===== src/rtl/sdram_map_pkg.sv =====
package sdram_map_pkg;

  typedef enum logic [2:0] {
    CMD_NOP  = 3'd0,
    CMD_ACT  = 3'd1,
    CMD_RD   = 3'd2,
    CMD_WR   = 3'd3,
    CMD_PREA = 3'd4,
    CMD_REF  = 3'd5,
    CMD_MRS  = 3'd6
  } memCmdE;

  // strobes from the control to the datapath
  typedef struct packed {
    logic loadCfg;
    logic capture;
    logic openRow;
  } mapStrobeS;

endpackage


===== src/rtl/map_tracker_ctrl.sv =====
module map_tracker_ctrl
  import sdram_map_pkg::*;
(
  input  logic      clk,
  input  logic      rstN,
  input  logic      ctrlIdle,
  input  logic      reqValid,
  input  memCmdE    cmd,
  output mapStrobeS stb,
  output logic      openValid,
  output logic      prevValid,
  output logic      accValid
);

  logic closeRow;

  always_comb begin
    stb.loadCfg = ctrlIdle;
    stb.capture = reqValid;
    stb.openRow = (cmd == CMD_ACT);
    closeRow    = (cmd == CMD_PREA) || (cmd == CMD_REF);
  end

  always_ff @(posedge clk) begin
    if (!rstN) begin
      openValid <= 1'b0;
      prevValid <= 1'b0;
      accValid  <= 1'b0;
    end else begin
      if (closeRow)
        openValid <= 1'b0;
      else if (stb.openRow)
        openValid <= 1'b1;
      if (reqValid)
        prevValid <= 1'b1;
      accValid <= reqValid;
    end
  end

endmodule


===== src/rtl/addr_split_dp.sv =====
module addr_split_dp
  import sdram_map_pkg::*;
#(
  parameter int ADDR_W       = 26,
  parameter int ROW_W        = 13,
  parameter int MIN_COL_BITS = 8,
  parameter int PAGE_OPTS    = 4,
  parameter int A10_POS      = 10,
  localparam int COL_W       = MIN_COL_BITS + PAGE_OPTS - 1,
  localparam int PAGE_SEL_W  = $clog2(PAGE_OPTS),
  localparam int BANK_W      = 2,
  localparam int PIN_W       = ROW_W
) (
  input  logic                  clk,
  input  logic                  rstN,
  input  mapStrobeS             stb,
  input  logic                  openValid,
  input  logic                  prevValid,
  input  logic [PAGE_SEL_W-1:0] cfgPageSel,
  input  logic                  cfgFourBanks,
  input  logic [ADDR_W-1:0]     reqAddr,
  input  memCmdE                cmd,
  output logic [COL_W-1:0]      colOut,
  output logic [ROW_W-1:0]      rowOut,
  output logic [BANK_W-1:0]     bankOut,
  output logic                  hit,
  output logic                  miss,
  output logic                  seq,
  output logic [PIN_W-1:0]      pinAddr,
  output logic                  pinA10,
  output logic                  pinBankLo,
  output logic                  pinBankHi
);

  localparam int SHIFT_W = $clog2(ADDR_W + 1);

  logic [PAGE_SEL_W-1:0] pageSelQ;
  logic                  fourQ;
  logic [SHIFT_W-1:0]    colBits, rowShift;
  logic [ADDR_W-1:0]     colMask;
  logic [COL_W-1:0]      colNow;
  logic [BANK_W-1:0]     bankRaw, bankNow;
  logic [ROW_W-1:0]      rowNow;
  logic                  hitNow, seqNow;

  logic [COL_W-1:0]      curCol;
  logic [ROW_W-1:0]      curRow;
  logic [BANK_W-1:0]     curBank;
  logic [ADDR_W-1:0]     prevAddr;
  logic [ROW_W-1:0]      openRowQ;
  logic [BANK_W-1:0]     openBankQ;
  logic [PIN_W-1:0]      rowPins, colPins;

  // configuration, sampled only while the sequencer is idle
  always_ff @(posedge clk) begin
    if (!rstN) begin
      pageSelQ <= '0;
      fourQ    <= 1'b0;
    end else if (stb.loadCfg) begin
      pageSelQ <= cfgPageSel;
      fourQ    <= cfgFourBanks;
    end
  end

  // field split: column at the bottom, bank right above, row above that
  always_comb begin
    colBits  = SHIFT_W'(MIN_COL_BITS) + SHIFT_W'(pageSelQ);
    rowShift = colBits + (fourQ ? SHIFT_W'(2) : SHIFT_W'(1));
    colMask  = ~({ADDR_W{1'b1}} << colBits);
    colNow   = COL_W'(reqAddr & colMask);
    bankRaw  = BANK_W'(reqAddr >> colBits);
    bankNow  = fourQ ? bankRaw : {1'b0, bankRaw[0]};
    rowNow   = ROW_W'(reqAddr >> rowShift);
    hitNow   = openValid && (bankNow == openBankQ) && (rowNow == openRowQ);
    // next word of the same page: the column must not have wrapped to zero
    seqNow   = prevValid && (reqAddr == prevAddr + ADDR_W'(1)) && (colNow != '0);
  end

  always_ff @(posedge clk) begin
    if (!rstN) begin
      curCol    <= '0;
      curRow    <= '0;
      curBank   <= '0;
      prevAddr  <= '0;
      openRowQ  <= '0;
      openBankQ <= '0;
      hit       <= 1'b0;
      miss      <= 1'b0;
      seq       <= 1'b0;
    end else begin
      if (stb.capture) begin
        curCol   <= colNow;
        curRow   <= rowNow;
        curBank  <= bankNow;
        prevAddr <= reqAddr;
      end
      if (stb.openRow) begin
        openRowQ  <= curRow;
        openBankQ <= curBank;
      end
      hit  <= stb.capture && hitNow;
      miss <= stb.capture && !hitNow;
      seq  <= stb.capture && seqNow;
    end
  end

  // pin images: the A10 slot of the bus is never used, A10 has its own line
  for (genvar p = 0; p < PIN_W; p++) begin : g_pin
    if (p == A10_POS) begin : g_slot
      assign rowPins[p] = 1'b0;
      assign colPins[p] = 1'b0;
    end else begin : g_bit
      assign rowPins[p] = curRow[p];
      if (p < A10_POS) begin : g_lowCol
        assign colPins[p] = curCol[p];
      end else if (p - 1 < COL_W) begin : g_highCol
        assign colPins[p] = curCol[p-1];
      end else begin : g_noCol
        assign colPins[p] = 1'b0;
      end
    end
  end

  always_comb begin
    pinAddr   = '0;
    pinA10    = 1'b0;
    pinBankLo = 1'b0;
    pinBankHi = 1'b0;
    unique case (cmd)
      CMD_ACT: begin
        pinAddr   = rowPins;
        pinA10    = curRow[A10_POS];
        pinBankLo = curBank[0];
        pinBankHi = curBank[1];
      end
      CMD_MRS: begin
        pinAddr = rowPins;
        pinA10  = curRow[A10_POS];
      end
      CMD_RD, CMD_WR: begin
        pinAddr   = colPins;
        pinBankLo = curBank[0];
        pinBankHi = curBank[1];
      end
      CMD_PREA: pinA10 = 1'b1;
      default: ;
    endcase
  end

  assign colOut  = curCol;
  assign rowOut  = curRow;
  assign bankOut = curBank;

endmodule


===== src/rtl/sdram_page_mapper.sv =====
module sdram_page_mapper
  import sdram_map_pkg::*;
#(
  parameter int ADDR_W       = 26,
  parameter int ROW_W        = 13,
  parameter int MIN_COL_BITS = 8,
  parameter int PAGE_OPTS    = 4,
  parameter int A10_POS      = 10,
  localparam int COL_W       = MIN_COL_BITS + PAGE_OPTS - 1,
  localparam int PAGE_SEL_W  = $clog2(PAGE_OPTS),
  localparam int BANK_W      = 2,
  localparam int PIN_W       = ROW_W
) (
  input  logic                  clk,
  input  logic                  rstN,
  input  logic [PAGE_SEL_W-1:0] cfgPageSel,
  input  logic                  cfgFourBanks,
  input  logic                  ctrlIdle,
  input  logic                  reqValid,
  input  logic [ADDR_W-1:0]     reqAddr,
  input  logic [2:0]            cmd,
  output logic                  accValid,
  output logic [COL_W-1:0]      colOut,
  output logic [ROW_W-1:0]      rowOut,
  output logic [BANK_W-1:0]     bankOut,
  output logic                  hit,
  output logic                  miss,
  output logic                  seq,
  output logic [PIN_W-1:0]      pinAddr,
  output logic                  pinA10,
  output logic                  pinBankLo,
  output logic                  pinBankHi
);

  mapStrobeS stb;
  logic      openValid, prevValid;
  memCmdE    cmdE;

  assign cmdE = memCmdE'(cmd);

  map_tracker_ctrl u_ctrl (
    .clk       (clk),
    .rstN      (rstN),
    .ctrlIdle  (ctrlIdle),
    .reqValid  (reqValid),
    .cmd       (cmdE),
    .stb       (stb),
    .openValid (openValid),
    .prevValid (prevValid),
    .accValid  (accValid)
  );

  addr_split_dp #(
    .ADDR_W       (ADDR_W),
    .ROW_W        (ROW_W),
    .MIN_COL_BITS (MIN_COL_BITS),
    .PAGE_OPTS    (PAGE_OPTS),
    .A10_POS      (A10_POS)
  ) u_dp (
    .clk          (clk),
    .rstN         (rstN),
    .stb          (stb),
    .openValid    (openValid),
    .prevValid    (prevValid),
    .cfgPageSel   (cfgPageSel),
    .cfgFourBanks (cfgFourBanks),
    .reqAddr      (reqAddr),
    .cmd          (cmdE),
    .colOut       (colOut),
    .rowOut       (rowOut),
    .bankOut      (bankOut),
    .hit          (hit),
    .miss         (miss),
    .seq          (seq),
    .pinAddr      (pinAddr),
    .pinA10       (pinA10),
    .pinBankLo    (pinBankLo),
    .pinBankHi    (pinBankHi)
  );

endmodule


===== config.mk =====
export PLATFORM = sky130hd
export DESIGN_NAME = sdram_page_mapper
export DESIGN_NICKNAME = d
export VERILOG_FILES = /design/src/rtl/sdram_map_pkg.sv /design/src/rtl/map_tracker_ctrl.sv /design/src/rtl/addr_split_dp.sv /design/src/rtl/sdram_page_mapper.sv
export SDC_FILE = /design/constraint.sdc
export NUM_CORES = 1
export LEC_CHECK = 0
export ABC_AREA = 1
export BUFFER_PORTS_ARGS = -buffer_cell sky130_fd_sc_hd__clkbuf_2
export CAP_MARGIN = 40
export CORE_UTILIZATION = 41
export DETAILED_ROUTE_END_ITERATION = 8
export GPL_ROUTABILITY_DRIVEN = 0
export MAX_ROUTING_LAYER = met4
export PLACE_DENSITY_LB_ADDON = 0.08
export SYNTH_ARGS = -nofsm -noshare
export SYNTH_HDL_FRONTEND = slang
export SYNTH_SLANG_ARGS = --single-unit

===== constraint.sdc =====
create_clock -name clk -period 2.7 [get_ports clk]
set_input_delay 0.405 -clock clk [delete_from_list [all_inputs] [get_ports clk]]
set_output_delay 0.405 -clock clk [all_outputs]
set_load 0.01 [all_outputs]

## Yosys cells after proc, flatten, opt, wreduce, memory -nomap -nowiden

Cells that the tools add are included.

- $add $sub $neg: 3
- Shift-type cells: 3
- Mux-type cells: 6
- Equality and inequality tests: 9
- Reduce and logical (&&, ||, !) cells: 14
- Bitwise gates (word level): 3

Operators by type and width:

| operator | number |
|---|---|
| $add A26 B1 Y26 const B | 1 |
| $eq A26 B26 Y1 | 1 |
| $pmux W13 S2 | 1 |
| $shl A26 B5 Y11 const A | 1 |
| $shr A26 B5 Y13 | 1 |
| $shr A26 B5 Y2 | 1 |
| $eq A13 B13 Y1 | 1 |
| $and A11 B11 Y11 | 1 |
| $not A11 Y11 | 1 |
| $reduce_bool A11 Y1 | 1 |
| $eq A3 B3 Y1 const B | 3 |
| $logic_and A1 B1 Y1 | 7 |
| $eq A3 B2 Y1 const B | 2 |
| $reduce_or A2 Y1 | 3 |
| $add A4 B2 Y5 const A | 1 |
| $add A5 B5 Y5 | 1 |
| $mux W2 | 2 |
| $eq A3 B1 Y1 const B | 1 |
| $reduce_or A3 Y1 | 1 |
| $eq A2 B2 Y1 | 1 |
| $mux W1 | 2 |
| $pmux W1 S2 | 1 |
| $logic_not A1 Y1 | 1 |
| $logic_or A1 B1 Y1 | 1 |
| $not A1 Y1 | 1 |

- Bits of input ports: 36
- Bits in registers: 76
- Output and inout port bits: 46

## Depth between registers and ports, before layout

Gate-level depths: netlist of the first run.

- Depth in word-level cells: 8
- Mapped depth: 17
- Depth with buffers taken out: 16

## Hierarchy

A second synthesis of the first run with hierarchy kept.

- Cells, all modules: 767
- Area, all modules: 4709.5 um^2

By module, submodules not included:

| module | times used | area an instance (um^2) | cells each | seq. area each (um^2) |
|---|---|---|---|---|
| addr_split_dp | 1 | 4578.1 | 750 | 1301.2 |
| map_tracker_ctrl | 1 | 131.4 | 17 | 60.1 |

## Least setup slack after synthesis of the first run

Ideal clock, no wire load.

- Path type: reg-to-reg
- Start point: register u_dp.fourQ
- End point: register u_dp.miss
- Data arrival time: 2.119 ns
- Path slack: 0.465 ns
- Clock period less this slack: 2.235 ns
- Stages on the path, launching flop included: 17
- Cell sequence: dfxtp_1 inv_1 ha_1 fa_1 buf_6 inv_1 buf_4 o211ai_1 nand3_1 nand2_1 nand2_1 nand2_1 nand3_1 nor2_1 nand2_1 nor2_1 nor2_1

- Cells in the longest elaborated chain, start to end: 7
- Elaborated cells between the ends (all ways): 10

RTL lines:

| element | RTL line | source |
|---|---|---|
| start, declared | addr_split_dp.sv:38 | `logic fourQ;` |
| start signal, assigned | addr_split_dp.sv:61 | `fourQ <= cfgFourBanks;` |
| $mux W2 | addr_split_dp.sv:68 | `rowShift = colBits + (fourQ ? SHIFT_W'(2) : SHIFT_W'(1));` |
| $add A5 B5 Y5 | addr_split_dp.sv:68 |  |
| $shr A26 B5 Y13 | addr_split_dp.sv:73 | `rowNow = ROW_W'(reqAddr >> rowShift);` |
| $eq A13 B13 Y1 | addr_split_dp.sv:74 | `hitNow = openValid && (bankNow == openBankQ) && (rowNow == openRowQ);` |
| $logic_and A1 B1 Y1 (*) | addr_split_dp.sv:74 |  |
| $logic_not A1 Y1 (*) | addr_split_dp.sv:102 | `miss <= stb.capture && !hitNow;` |
| $logic_and A1 B1 Y1 (*) | addr_split_dp.sv:102 |  |
| end signal, assigned | addr_split_dp.sv:102 |  |
| end, declared | addr_split_dp.sv:27 | `output logic miss,` |

Mark *: on every way between the ends. The rest lies on a longest branch, timed or not.
A chain may end at the register's enable or synchronous reset.

## Final worst setup path of the first run

Ends and elaborated chain as after synthesis.

==> results by group, run 1 <==
Pwr
  • Internal: 0.002125 W
  • Seq pwr share: 36.6%
  • Clock power share: 37.8%
  • Sw power: 0.001047 W
  • Static Leak: 2.660 nW
  • Switch share: 33.01%
  • VDD IR max: 0.4724 mV
  • Combinational Power Share: 25.7%
  • Power per cell area: 584.1 nW/um^2

Flow run
  • Max-Cap Viols: 0

Yosys
  • Synth Net Count: 799
  • Asr flop ratio synth: 0%
  • Yosys warns: 0
  • Post-Synthesis Cells: 760
  • Number of distinct library cells after synthesis: 32
  • Most used DFF post-synth: dfxtp_1
  • Seq/Total Area, Yosys: 29.15%
  • Average size of a mapped cell: just over 6 um^2
  • Post-synth EDFFs: 0
  • Register bit total from synthesis: just under 70
  • Post-synthesis cell area: 4671 um^2

Clocking
  • CTS tree: yes
  • Root buf cell: clkbuf_16
  • Maximum buffer depth of the clock tree: 2
  • Clk sinks: 68
  • TritonCTS buffer count: 9
  • Htree depth: 3
  • Worst-path clk slew: 0.06 ns
  • Clock Latency Late Sink: 0.34 ns

Layout
  • Layout area overhead: 16.26%
  • Inserted Diodes: 0
  • Fillers: 1192
  • Finished Layout Cells: a little under 1000
  • Post-layout util: between 40 and 50%
  • Register area: ~1400 um^2
  • Net count, final: 864
  • Multi-input gate area: approximately 2700 um^2
  • Layout cell share with drive strength beyond 1: 16.06%
  • Final Cell Area: 5430 um^2

Worst setup path
  • Crit path max fanout: 6
  • Setup crit end kind: flop
  • Crit path kind: reg -> reg
  • R2r worst-path depth: 15
  • Req. time, crit path: ~2.9 ns
  • Crit-path cells: inv_1 > ha_1 > fa_1 > clkinvlp_4 > clkbuf_2 > nand3_1 > nand2_1 > nand2_1 > nand2_1 > nand2_1 > nand2_1 > nor2_1 > nand3_1 > nor2_1 > nor2_1
  • Critical path's top delay family: simple AND/OR/NAND/NOR gates
  • WP data arrival: roughly 2.7 ns
  • CP Launch Type: flop
  • Most used cell, CP: nand2_1
  • Critical path depth: 15
  • Max incr delay on CP: 0.57 ns
  • Slowest cell on crit path: fa_1
  • Buf+Inv Stages, Crit Path: 3

Floorplan
  • Area of the core: 10980 um^2
  • Cell Rows: 38
  • Initial core utilization: 42.53%
  • Die Area: between 10000 and 15000 um^2
  • I/O pin cnt: between 80 and 90
  • Die Ht: 108.7 um
  • Die Width: 108.7 um

Timing
  • Tmin final: around 2.5 ns
  • Hold_ws: 0.3473 ns
  • # setup viols final: 0
  • Unrepaired setup endpoints after global routing: no
  • Setup TNS: 0 ns
  • Hold Vio Cnt, Final: 0
  • Final Cycle Share: a little over 90%
  • Max-slew violations: 0
  • Worst Max-Slew Pin Slew: 0.7039 ns
  • Slew Limit Headroom: a little over half
  • FMAX: about 400 MHz
  • Layout Skew: 0.009645 ns

Global routing
  • Grt ovf: 0
  • Vias in the first global route: 4494
  • Largest net degree at the start of global routing: between 50 and 60
  • Global-route wire length before repair: 22.55 mm
  • Initial antenna violation count: 1
  • Global Route Usage Sum: 26.22%

Route
  • Post-DRT Antenna Nets: 0
  • Drt pass-1 iters: 5
  • WL/cell: between 15 and 20 um
  • Post-Route WL: 14.55 mm
  • DR iter-0 viols: roughly 410
  • # DRC: 0
  • Total vias in the final route: 4989
  • Routed vias/inst: 5.154

Outcome
  • Status: complete, no violations

Placed design
  • Dpl hpwl: roughly 11 mm
  • Post-Place Cells: roughly 950
  • Placed cell area: 5096 um^2
  • PortBufs: 80

Worst hold path
  • Tightest Hold Check Type: in -> reg
  • Hold depth: 3
==> cell families after synthesis <==
group / after synthesis / share of synthesized area, %
buffers and inverters: 139 / 12.97
XOR/XNOR: 27 / 5.063
adder cells (fa/ha/maj): 3 / 0.9643
other: 1 / 0.08029
AND/OR/NAND/NOR: 371 / 35.23
AO/OA/AOI/OAI: 151 / 16.56
flip-flops: 68 / 29.15
==> worst min-delay path: stages <==
cell      delay, ns
clkbuf_2       0.09
inv_1          0.08
a21oi_1        0.07
==> cells in the final DEF (no fill, tap or decap), types with 4 or more instances in the layout <==
cell,n
a21oi_1,52
buf_4,13
clkbuf_16,9
clkbuf_2,81
dfxtp_1,67
inv_1,96
nand2_1,180
nand2_2,6
nand3_1,85
nand4_1,4
nor2_1,74
nor2_4,7
o211ai_1,6
o21ai_0,87
o21ai_1,4
xnor2_1,12
xor2_1,15
==> flip-flops by register name, indices dropped and copies added, names as in the netlist, 2 cells and up <==
register / count
u_dp.pageSelQ: 2
u_dp.openRowQ: 13
u_dp.colOut: 3
u_dp.prevAddr: 26
u_dp.rowOut: 13
u_dp.openBankQ: 2
u_dp.bankOut: 2
==> stage by stage <==
step / power, W / setup WS (ns)
after floorplan: 0.001728 / 0.4645
final: 0.003172 / 0.1916
after detailed placement: 0.001959 / 0.1971
after CTS: 0.003159 / 0.1886
after global placement: 0.001950 / 0.2740
after global routing: 0.003356 / 0.008821
==> power groups by stage <==
stage          logic [W]  registers (W)  clock network (W)
3_5_place_dp    0.000779        0.00118                  0
6_report        0.000814        0.00116            0.00120
4_1_cts         0.000783        0.00116            0.00122
5_1_grt         0.000917        0.00117            0.00127
2_1_floorplan   0.000562        0.00117                  0
3_3_place_gp    0.000771        0.00118                  0
==> routing by layer <==
metal / vias up / track usage [%] / wire length (um)
met2: 143 / 41.27 / 6657
met5: - / - / 0
met4: 0 / 9.266 / 270
met1: 2269 / 33.03 / 6887
li1: 2557 / - / -
met3: 20 / 5.678 / 734
==> Yosys cell counts, types with 2 or more instances <==
library cell,number,share of area (%)
xor2_1,15,2.8
ha_1,2,0.54
inv_1,97,7.8
nor3b_1,2,0.32
nor3_2,3,0.64
nand3_1,85,9.1
nand4_1,4,0.54
nand2_1,180,14
a21oi_1,52,5.6
xnor2_1,12,2.3
nor2_2,2,0.27
nor3_1,2,0.21
o211ai_1,6,0.96
nor2_1,75,6.0
o22ai_1,2,0.27
clkbuf_1,19,1.5
o21ai_1,4,0.43
buf_4,10,1.6
nand2_2,6,0.80
o21ai_0,87,9.3
buf_6,5,1.2
nor2_4,7,1.7
buf_2,7,0.75
dfxtp_1,68,29
==> path summary, 6_finish.rpt <==
path / start / end / slack (ns)
max reg2reg: u_dp.fourQ$_SDFFE_PN0P_ / u_dp.miss$_SDFF_PN0_ / 0.19
min: reqAddr[5] / u_dp.prevAddr[5]$_SDFFE_PN0P_ / 0.35
min reg2reg: u_dp.openRowQ[8]$_SDFFE_PN0P_ / u_dp.openRowQ[8]$_SDFFE_PN0P_ / 0.47
max: u_dp.fourQ$_SDFFE_PN0P_ / u_dp.miss$_SDFF_PN0_ / 0.19
==> timing repair <==
action                     CTS  global route
resized for setup            0             3
setup endpoints to repair    0             2
setup buffers                0             5
hold buffers                 0             0
==> final cells by class <==
| type | instances | area share, % |
|---|---|---|
| inverters | 98 | 6.843 |
| flip-flops and latches | 68 | 25.09 |
| multi-input cells | 553 | 49.84 |
| clock buffers | 12 | 4.724 |
| repair buffers | 95 | 9.631 |
| clock inverters | 2 | 0.6452 |
| well taps | 140 | 3.226 |
(Power assumes the default switching activity.)
==> run 2: changes to the inputs <==
==> constraint.sdc (replaced) <==
create_clock -name clk -period 3.2 [get_ports clk]
set_input_delay 0.48 -clock clk [delete_from_list [all_inputs] [get_ports clk]]
set_output_delay 0.48 -clock clk [all_outputs]
set_load 0.01 [all_outputs]
==> run 2 against run 1 <==
Combinational power fell by 20%. Clock skew shrank 0.0016 ns. Cell count is 0.72% lower. Worst hold slack improved by 0.072 ns. Critical endpoint unchanged. Setup slack improved by 0.36 ns. Sequential power is 16% lower.
==> results by group, run 2 (synthesis results as in run 1) <==
Floorplan
  • Die Area: 11820 um^2
  • Die Ht: 108.7 um
  • I/O pin cnt: slightly above 80
  • Cell Rows: 38
  • Area of the core: between 10000 and 15000 um^2
  • Die Width: 108.7 um
  • Initial core utilization: 42.53%

Timing
  • Max-slew violations: 0
  • Setup TNS: 0 ns
  • Layout Skew: 0.008071 ns
  • Slew Limit Headroom: 53.05%
  • Hold Vio Cnt, Final: 0
  • # setup viols final: 0
  • Setup ws final: 0.5478 ns
  • Tmin final: approximately 2.7 ns
  • Worst Max-Slew Pin Slew: 0.7043 ns
  • Unrepaired setup endpoints after global routing: no
  • FMAX: 377.0 MHz
  • Final Cycle Share: 82.88%
  • Hold_ws: 0.4192 ns

Worst setup path
  • CP Launch Type: flop
  • Crit path max fanout: 14
  • WP data arrival: 2.88 ns
  • FF-to-FF Start: u_dp.pageSelQ[0]$_SDFFE_PN0P_
  • Reg-to-Reg End: u_dp.miss$_SDFF_PN0_
  • Setup crit end kind: flop
  • Crit path kind: reg -> reg
  • Req. time, crit path: 3.43 ns
  • R2r worst-path depth: 15
  • Reg2Reg Setup Slack: around 0.55 ns

Route
  • Met1 WL: 6.707 mm
  • Met2 routed WL: 6.649 mm
  • Total vias in the final route: 4931
  • Met3 routed WL: between 600 and 700 um
  • DR iter-0 viols: 412
  • Top Layer Used: met4
  • # DRC: 0
  • Routed vias/inst: 5.131
  • Post-DRT Antenna Nets: 0
  • Drt pass-1 iters: 5
  • WL/cell: 14.77 um
  • Post-Route WL: 14.20 mm

Worst hold path
  • Tightest Hold Check Type: in -> reg
  • Hold path start: reqAddr[1]
  • Hold Path Sink: u_dp.prevAddr[1]$_SDFFE_PN0P_
  • Hold depth: 3

Pwr
  • Seq pwr share: roughly a third
  • Sw power: 0.0009014 W
  • Power per cell area: 521.4 nW/um^2
  • Static Leak: between 2 and 3 nW
  • VDD IR max: 0.3606 mV
  • Combinational Power Share: between 20 and 25%
  • Switch share: between 30% and 40%
  • Clock power share: 42.2%
  • Internal: between 0.0015 and 0.002 W

Global routing
  • Initial antenna violation count: 0
  • Grt ovf: 0
  • Largest net degree at the start of global routing: 54
  • Global Route Usage Sum: 25.78%
  • Global-route wire length before repair: 22.70 mm
  • Vias in the first global route: 4438

Flow run
  • Max-Cap Viols: 0

Layout
  • Most frequent cells in the layout: nand2_1, inv_1, o21ai_0, nand3_1, clkbuf_2
  • Largest Register: u_dp.prevAddr
  • Max reg flops: 26
  • Final Cell Area: 5404 um^2
  • Layout cell share with drive strength beyond 1: between 15 and 20%
  • Net count, final: 855
  • Layout area overhead: 15.70%
  • Post-layout util: 49.20%
  • Most common cell after layout, fill and taps aside: nand2_1
  • Inserted Diodes: 0

Clocking
  • Htree depth: 3
  • Setup Buffers After CTS: 0
  • Maximum buffer depth of the clock tree: 2
  • CTS resizes: 0
  • Clock Latency Late Sink: 0.34 ns
  • Clk sinks: 68
  • Worst-path clk slew: 0.06 ns
  • Root buf cell: clkbuf_16
  • CTS tree: yes
  • TritonCTS buffer count: 9
  • Post-CTS Hold Buffers: 0

Placed design
  • Place WS: slightly above 0.6 ns
  • PortBufs: 80
  • Placed cell area: ~5000 um^2
  • Dpl hpwl: 10.85 mm

Outcome
  • Status: complete, no violations
[run 2: changes by cell type in the layout (fill, tap and decap cells not counted)]
cell / previous run / this run
buf_12: 1 / 0
clkbuf_8: 2 / 1
nor2_2: 3 / 2
nor2_1: 74 / 75
dfxtp_1: 67 / 68
inv_1: 96 / 97
dfxtp_2: 1 / 0
clkbuf_2: 81 / 80
bufinv_16: 1 / 3
clkbuf_1: 1 / 0
buf_4: 13 / 6
clkinv_4: 0 / 1
[run 2: how the worst max path moves through the flow]
stage                                      end  slack (ns)  depth (start not counted)                          start
after floorplan           u_dp.miss$_SDFF_PN0_        0.96                         16        u_dp.fourQ$_SDFFE_PN0P_
after global placement    u_dp.miss$_SDFF_PN0_        0.67                         14        u_dp.fourQ$_SDFFE_PN0P_
after detailed placement  u_dp.miss$_SDFF_PN0_        0.61                         14        u_dp.fourQ$_SDFFE_PN0P_
after CTS                 u_dp.miss$_SDFF_PN0_        0.58                         15  u_dp.pageSelQ[0]$_SDFFE_PN0P_
after global routing      u_dp.miss$_SDFF_PN0_        0.19                         14        u_dp.fourQ$_SDFFE_PN0P_
final                     u_dp.miss$_SDFF_PN0_        0.55                         15  u_dp.pageSelQ[0]$_SDFFE_PN0P_
[run 2: metrics by stage]
step                instances  total power [W]
floorplan                 760         0.001458
global placement          945         0.001635
detailed placement        945         0.001640
CTS                       961         0.002829
global route              961         0.002969
finish                    961         0.002818
[run 2: power by group through the flow]
stage | Combinational, W | Clock, W | Sequential (W)
4_1_cts | 0.000648 | 0.00120 | 0.000978
6_report | 0.000652 | 0.00119 | 0.000978
3_5_place_dp | 0.000644 | 0 | 0.000996
3_3_place_gp | 0.000639 | 0 | 0.000996
2_1_floorplan | 0.000474 | 0 | 0.000983
5_1_grt | 0.000739 | 0.00124 | 0.000987
[run 2: routing by layer]
layer / up-vias / global-route usage (%)
met3: 15 / 4.005
met5: - / -
met2: 134 / 40.73
li1: 2544 / -
met1: 2238 / 34.20
met4: 0 / 6.757
[run 2: area by class of cell]
cell class | instances | area, um^2
clock buffer | 10 | 239.0
clock inverter | 6 | 111.4
inverter | 98 | 367.9
multi-input combinational | 553 | 2704
tap | 140 | 175.2
sequential | 68 | 1361
timing repair buffer | 86 | 445.4
fill | 1183 | 5579
[run 2: critical path, cell delays in order, from the launching register on]
cell     delay [ns]
dfxtp_1        0.49
ha_1           0.22
fa_1           0.40
inv_1          0.29
nor2_1         0.29
nand3_1        0.10
o21ai_1        0.09
inv_1          0.06
nand2_1        0.07
nand2_1        0.05
nand2_1        0.06
nand3_1        0.07
nor2_1         0.11
nand2_1        0.09
nor2_1         0.09
nor2_1         0.04
